[config.mk]
export PLATFORM = sky130hd
export DESIGN_NAME = link_sense_ctrl
export DESIGN_NICKNAME = d
export VERILOG_FILES = /design/src/rtl/lsc_pkg.sv /design/src/rtl/lsc_rst_sync.sv /design/src/rtl/lsc_mode_resolve.sv /design/src/rtl/lsc_activity.sv /design/src/rtl/lsc_duplex_ind.sv /design/src/rtl/link_sense_ctrl.sv
export SDC_FILE = /design/constraint.sdc
export NUM_CORES = 1
export LEC_CHECK = 0
export ABC_CLOCK_PERIOD_IN_PS = 800
export BUFFER_PORTS_ARGS = -buffer_cell sky130_fd_sc_hd__buf_2
export CAP_MARGIN = 40
export CORE_AREA = 2 2 39 41
export DETAILED_ROUTE_END_ITERATION = 8
export DIE_AREA = 0 0 41 43
export PLACE_DENSITY_LB_ADDON = 0.05
export SLEW_MARGIN = 20
export SYNTH_ARGS = -nofsm -noshare
export SYNTH_HDL_FRONTEND = slang
export SYNTH_SLANG_ARGS = --single-unit
[constraint.sdc]
create_clock -name clk -period 0.8 [get_ports clk]
set_input_delay 0.04 -clock clk [delete_from_list [all_inputs] [get_ports clk]]
set_output_delay 0.04 -clock clk [all_outputs]
set_load 0.05 [all_outputs]
[src/rtl/lsc_pkg.sv]
package lsc_pkg;
  localparam int MODE_W = 3;

  typedef enum logic [MODE_W-1:0] {
    LM_10HD = 3'd0,
    LM_10FD = 3'd1,
    LM_TXHD = 3'd2,
    LM_TXFD = 3'd3,
    LM_T4   = 3'd4
  } link_mode_e;

  function automatic logic mode_full(input link_mode_e m);
    return (m == LM_10FD) || (m == LM_TXFD);
  endfunction
endpackage

[src/rtl/lsc_rst_sync.sv]
module lsc_rst_sync #(
  parameter int STAGES = 2
) (
  input  logic clk,
  input  logic rst_n,
  output logic rst_sync_n
);
  logic [STAGES-1:0] sync_q;

  always_ff @(posedge clk or negedge rst_n) begin
    if (!rst_n) sync_q <= '0;
    else        sync_q <= {sync_q[STAGES-2:0], 1'b1};
  end

  assign rst_sync_n = sync_q[STAGES-1];
endmodule

[src/rtl/lsc_mode_resolve.sv]
module lsc_mode_resolve
  import lsc_pkg::*;
(
  input  logic              clk,
  input  logic              rst_n,
  input  logic              an_enable,
  input  logic [MODE_W-1:0] an_mode,
  input  logic              speed100,
  input  logic              full_duplex,
  input  logic              t4_ok,
  input  logic              repeater,
  output link_mode_e        mode_q
);
  link_mode_e base_d, mode_d;
  logic       upd_en;

  always_comb begin
    if (an_enable) begin
      base_d = (an_mode <= MODE_W'(LM_T4)) ? link_mode_e'(an_mode) : LM_10HD;
    end else if (speed100) begin
      if (t4_ok)            base_d = LM_T4;
      else if (full_duplex) base_d = LM_TXFD;
      else                  base_d = LM_TXHD;
    end else begin
      base_d = full_duplex ? LM_10FD : LM_10HD;
    end
    mode_d = base_d;
    if (repeater) begin
      if (base_d == LM_10FD) mode_d = LM_10HD;
      if (base_d == LM_TXFD) mode_d = LM_TXHD;
    end
  end

  assign upd_en = (mode_d != mode_q);

  always_ff @(posedge clk or negedge rst_n) begin
    if (!rst_n)      mode_q <= LM_10HD;
    else if (upd_en) mode_q <= mode_d;
  end
endmodule

[src/rtl/lsc_activity.sv]
module lsc_activity
  import lsc_pkg::*;
(
  input  logic       clk,
  input  logic       rst_n,
  input  logic       rx_act,
  input  logic       tx_act,
  input  logic       repeater,
  input  logic       loopback,
  input  logic       col_test,
  input  link_mode_e mode,
  output logic       crs_q,
  output logic       col_q
);
  logic full, crs_d, col_d;

  always_comb begin
    full  = mode_full(mode);
    crs_d = rx_act | (tx_act & ~repeater & full);
    if (loopback || full) col_d = 1'b0;
    else if (col_test)    col_d = tx_act;
    else                  col_d = rx_act & tx_act;
  end

  always_ff @(posedge clk or negedge rst_n) begin
    if (!rst_n) begin
      crs_q <= 1'b0;
      col_q <= 1'b0;
    end else begin
      crs_q <= crs_d;
      col_q <= col_d;
    end
  end
endmodule

[src/rtl/lsc_duplex_ind.sv]
module lsc_duplex_ind
  import lsc_pkg::*;
(
  input  logic       clk,
  input  logic       rst_n,
  input  logic       an_enable,
  input  logic       an_busy,
  input  logic       an_reset,
  input  link_mode_e mode,
  output logic       dup_q
);
  logic held_q, held_d, dup_d;

  always_comb begin
    if (an_reset)                   held_d = 1'b1;
    else if (an_busy || !an_enable) held_d = 1'b0;
    else                            held_d = held_q;

    if (an_reset)     dup_d = 1'b0;
    else if (an_busy) dup_d = 1'b1;
    else if (held_q)  dup_d = 1'b0;
    else              dup_d = mode_full(mode);
  end

  always_ff @(posedge clk or negedge rst_n) begin
    if (!rst_n) begin
      held_q <= 1'b0;
      dup_q  <= 1'b0;
    end else begin
      held_q <= held_d;
      dup_q  <= dup_d;
    end
  end
endmodule

[src/rtl/link_sense_ctrl.sv]
module link_sense_ctrl
  import lsc_pkg::*;
#(
  parameter int RST_STAGES = 2
) (
  input  logic              clk,
  input  logic              rst_n,
  input  logic              rx_active,
  input  logic              tx_active,
  input  logic              cfg_repeater,
  input  logic              cfg_full_duplex,
  input  logic              cfg_loopback,
  input  logic              cfg_col_test,
  input  logic              cfg_speed100,
  input  logic              cfg_an_enable,
  input  logic              t4_link_ok,
  input  logic [MODE_W-1:0] an_mode,
  input  logic              an_busy,
  input  logic              an_reset,
  output logic              crs,
  output logic              col,
  output logic [MODE_W-1:0] mode,
  output logic              duplex_ind,
  output logic              ext10_off,
  output logic              ext_t4_off
);
  logic       rst_i_n;
  link_mode_e mode_q;

  lsc_rst_sync #(.STAGES(RST_STAGES)) u_rst (
    .clk(clk), .rst_n(rst_n), .rst_sync_n(rst_i_n)
  );

  lsc_mode_resolve u_mode (
    .clk(clk), .rst_n(rst_i_n), .an_enable(cfg_an_enable), .an_mode(an_mode),
    .speed100(cfg_speed100), .full_duplex(cfg_full_duplex), .t4_ok(t4_link_ok),
    .repeater(cfg_repeater), .mode_q(mode_q)
  );

  lsc_activity u_act (
    .clk(clk), .rst_n(rst_i_n), .rx_act(rx_active), .tx_act(tx_active),
    .repeater(cfg_repeater), .loopback(cfg_loopback), .col_test(cfg_col_test),
    .mode(mode_q), .crs_q(crs), .col_q(col)
  );

  lsc_duplex_ind u_dup (
    .clk(clk), .rst_n(rst_i_n), .an_enable(cfg_an_enable), .an_busy(an_busy),
    .an_reset(an_reset), .mode(mode_q), .dup_q(duplex_ind)
  );

  assign mode       = mode_q;
  assign ext10_off  = (mode_q != LM_10HD) && (mode_q != LM_10FD);
  assign ext_t4_off = (mode_q != LM_T4);
endmodule

Yosys cells after proc, flatten, opt, wreduce, memory -nomap -nowiden --
Cells that the tools add are included.
Storage, ports and cells: register bits after elaboration 9, word-level logic and storage cells 42
Operators by class: reduce and logical (&&, ||, !) cells 7, equal/unequal tests 7, bitwise logic cells 5, $lt $le $gt $ge 1, mux-type cells 16
Operator list (count):
- $mux 3 | 7
- $mux 1 | 9
- $eq 3x1->1 const B | 2
- $eq 3x2->1 const B | 2
- $and 1x1->1 | 3
- $le 3x3->1 const B | 1
- $logic_or 1x1->1 | 3
- $ne 3x1->1 const B | 1
- $ne 3x3->1 | 1
- $ne 3x3->1 const B | 1
- $reduce_bool 3->1 | 1
- $reduce_bool 2->1 | 1
- $logic_and 1x1->1 | 1
- $logic_not 1->1 | 1
- $not 1->1 | 1
- $or 1x1->1 | 1

Depth between registers and ports, before layout --
word-level depth 9, mapped depth 3, depth with buffers taken out 3

Modules after synthesis --
A second synthesis with hierarchy kept.
Second synthesis, totals: cell total of the unflattened synthesis 31, area total of the unflattened synthesis 387.9 um^2
By module, submodules not included:
- lsc_mode_resolve | times used 1, cells an instance 13, seq. area each 75.1 um^2, area an instance 147.6 um^2
- lsc_activity | times used 1, cells an instance 7, seq. area each 50.0 um^2, area an instance 95.1 um^2
- lsc_duplex_ind | times used 1, cells an instance 6, seq. area each 50.0 um^2, area an instance 76.3 um^2
- lsc_rst_sync | times used 1, cells an instance 3, seq. area each 50.0 um^2, area an instance 53.8 um^2
- link_sense_ctrl | times used 1, cells an instance 2, seq. area each 0.0 um^2, area an instance 15.0 um^2

Least setup slack after synthesis --
No wires, ideal clock.
path type register to output, start reg u_mode.mode_q[2], end out ext10_off, data required time 760 ps, setup slack -381 ps, cell stages (with the launch flop) 2, arrival time 1141 ps, cells stage by stage dfrtp_1 -> or2_1
Between the ends: longest elaborated chain between the ends 2, elaborated cells between the ends (all ways) 3
Ends and longest elaborated chain:
- from (decl) | line lsc_mode_resolve.sv:12 | output link_mode_e mode_q
- from (signal assigned) | line lsc_mode_resolve.sv:38 | else if (upd_en) mode_q <= mode_d;
- $ne 3x1->1 or $reduce_bool 3->1 (tied branches) | line link_sense_ctrl.sv:52 | assign ext10_off = (mode_q != LM_10HD) && (mode_q != LM_10FD);
- $logic_and 1x1->1 * | line link_sense_ctrl.sv:52
- to (decl) | line link_sense_ctrl.sv:24 | output logic ext10_off,
Every way passes the cells marked *; elsewhere a longest branch is shown, timed or not.

Worst setup path after layout --
Ends and elaborated chain as after synthesis.

==> metrics.md <==
| Metric | Value |
|---|---|
| Worst reg-to-reg setup slack | -0.13 ns |
| Slew Limit Fails | 0 |
| Hold slack | -0.0468 ns |
| Final wirelength | approximately 770 um |
| CP Data Required Time | 0.76 ns |
| Fin nets | 83 |
| Syn avg cell area | approximately 11 um^2 |
| CTS buffer count | 3 |
| Share of Yosys cell area claimed by the top area cell type | between 60% and 70% |
| HPWL after DPL | approximately 640 um |
| Compound-Gate Fraction of Synth Area | about a tenth |
| Met3 Routed Length | ~70 um |
| Worst-path clk slew | around 0.050 ns |
| Critical Path Max Stage Delay | 0.41 ns |
| Vias in the first global route | between 300 and 400 |
| Final worst setup slack | -0.287 ns |
| Worst-skew pair later-pin latency | around 0.25 ns |
| H-tree depth | 1 |
| Worst-case reg-to-reg path depth | 4 |
| Largest net degree at the start of global routing | 8 |
| IO Port Bufs | 23 |
| Die X | 41 um |
| Fin util | around 48% |
| Hold Crit Start | cfg_loopback |
| DRT Pass-1 Iters | 2 |
| Clk sinks | 9 |
| Clock Skew | between 0.004 and 0.005 ns |
| Die area | about 1800 um^2 |
| Hold Path End | u_act.col_q$_DFF_PN0_ |
| Slowest cell on crit path | dfrtp_2 |
| Reg2reg end | u_dup.dup_q$_DFF_PN0_ |
| CTS tree | built |
| Antenna-violating nets left | 0 |
| 1st-iter DRT viols | 3 |
| Core footprint | 1380 um^2 |
| CP startpoint | u_mode.mode_q[2]$_DFFE_PN0P_ |
| Crit path DAT | 1.05 ns |
| RD Place Congestion | around 0.6 |
| Final min period | approximately 1.1 ns |
| Crit end category | output port |
| # Max-Cap Violations | 0 |
| Max FO, Critical Path | 3 |
| Final Hold Vio Count | 1 |
| Vias per inst | about 4.3 |
| Main combinational cell family by area after synthesis | simple AND/OR/NAND/NOR gates |
| Status | complete, but fails checks |
| Synthesized area | between 300 and 400 um^2 |
| Failing checks | hold timing, setup timing |
| Initial core utilization | a little over a quarter |
| Max Fclk | 920 MHz |
| Ranking of synthesized cells by area | dfrtp_1 (61%), nand2_1 (4.1%), nand3b_1 (4.1%), nor4b_2 (4.1%), nor2b_4 (3.7%) |
| Std cell rows | 14 |
| Critical path, cell by cell | or2_4, buf_6 |
| Worst r2r src | u_mode.mode_q[2]$_DFFE_PN0P_ |
| Adder-Cell Fraction of Synth Area | 0% |
| Routed WL per cell | 9.37 um |
| RSZ-0062 raised after global routing | true |
| Post-synthesis xor/xnor area fraction | 0% |
| Global-route usage over all layers | between 10% and 20% |
| I/O pins | 24 |
| Remaining DRCs | 0 |
| Final setup fails | 11 |
| First-pass GRT wire length | between 1000 and 1500 um |
| Worst Hold Class | in -> reg |
| Top layer in use | met3 |
| Post-Synthesis Cells | 32 |
| Worst Hold Depth | 2 |
| Area leader, netlist | dfrtp_1 |
| Syn. warnings | 0 |
| Total number of vias | ~360 |
| Post-synth cell types | 16 |
| Met2 wire length | approximately 380 um |
| CTS root buffer | clkbuf_4 |
| Die Ht | ~43 um |
| Peak VDD IR | between 0.8 and 0.9 mV |
| Layout cells sized above 1 | between 50% and 60% |
| Met1 WL | between 300 and 400 um |
| Maximum root-to-sink buffer count | 2 |
| Leak | between 0.3 and 0.4 nW |
| Seq cells post-synth | 9 |
| Grt ovf | 0 |
| Ratio of final minimum period to clock period | 136% |
| Post-CTS Hold Buffers | 5 |
| Area growth syn-to-layout | 80.3% |
| Simple-gate portion of the synthesized area | around a quarter |
| Number of diodes | 0 |
| Sequential area share after synthesis | 61.2% |
| Antenna violations before repair | 0 |
| Post-Syn Nets | 48 |
| Post-synthesis mux area share | 0% |
| Crit path launch type | flop |
| WS Path Type | reg -> out |
| Power density cells | ~1700 nW/um^2 |
## timing repair
item                                    in CTS  in global routing
setup buffers                                1                  0
gates resized for setup                     18                  1
endpoints found under the setup margin      11                 11
pin swaps                                    1                  0
hold endpoints to repair                     8                  1
## worst max-delay path, delay by kind of cell (launching register included)
family / cells / cell delay [ns]
AND/OR/NAND/NOR: 1 / 0.25
buffers and inverters: 1 / 0.15
flip-flops: 1 / 0.41
## worst max-delay path by stage
stage / endpoint / slack, ns / cells past startpoint
detailed placement: ext10_off / -0.10 / 2
finish: ext10_off / -0.29 / 2
global placement: ext10_off / -0.09 / 2
floorplan: u_act.col_q$_DFF_PN0_ / -0.19 / 2
global route: ext10_off / -0.33 / 2
CTS: ext10_off / -0.30 / 2
## sequential cells by signal, indices dropped and copies added, names as in the netlist
name / count
u_act.col_q: 1
u_rst.sync_q: 2
u_dup.held_q: 1
u_act.crs_q: 1
u_mode.mode_q: 3
u_dup.dup_q: 1
## cell usage after synthesis
master and number:
a31o_1 1, nor2_1 3, or2_1 1, nor2b_4 1, o21ai_0 1, nor4b_2 1, nand2_1 4, dfrtp_1 9
a21oi_1 2, nand2b_1 1, o21ai_1 1, nand4bb_1 1, inv_1 2, a31o_2 1, nand3b_1 2, conb_1 1
## logic make-up (layout without fill, tap and decap cells)
logic type	Yosys count	in the layout
other	1	1
and+or+nand+nor	14	14
buffers and inverters	2	36
DFF	9	9
AOI/OAI and AO/OA	6	6
## power breakdown
part           total, mW  internal (mW)  switching [mW]  leakage, nW
combinational      0.289          0.134           0.154        0.198
clock              0.325          0.191           0.135       0.0150
sequential         0.505          0.483          0.0215        0.108
## metrics by stage
step	setup TNS, ns	power (mW)	setup slack [ns]	cell area, um^2	instances
finish	-1.15	1.12	-0.287	663	82
global route	-1.58	1.19	-0.328	663	82
CTS	-1.27	1.14	-0.300	659	82
detailed placement	-0.326	0.736	-0.100	519	72
global placement	-0.238	0.730	-0.0920	519	72
floorplan	-0.749	0.651	-0.191	377	32
## routing by layer
| layer | global-route usage [%] | up-vias |
|---|---|---|
| met5 | 0 | - |
| met4 | 4.00 | 0 |
| met3 | 6.81 | 0 |
| met2 | 17.2 | 18 |
| met1 | 10.8 | 163 |
| li1 | - | 175 |
## placed cells by master (no fill, tap or decap), types with 2 or more instances in the layout
| cell type | count |
|---|---|
| nand2_1 | 3 |
| inv_1 | 2 |
| buf_4 | 2 |
| dfrtp_1 | 6 |
| clkbuf_4 | 3 |
| nand3b_1 | 2 |
| nor2_1 | 2 |
| buf_2 | 15 |
| dlygate4sd3_1 | 5 |
| buf_6 | 7 |
| dfrtp_2 | 3 |
## final cells by class
cell class	instances	area [um^2]
fill	133	721
multi-input combinational	21	146
sequential	9	229
timing repair buffer	30	234
clock buffer	4	26.3
inverter	2	7.51
tap	16	20.0
No activity file was read; power rests on OpenSTA's default activity.
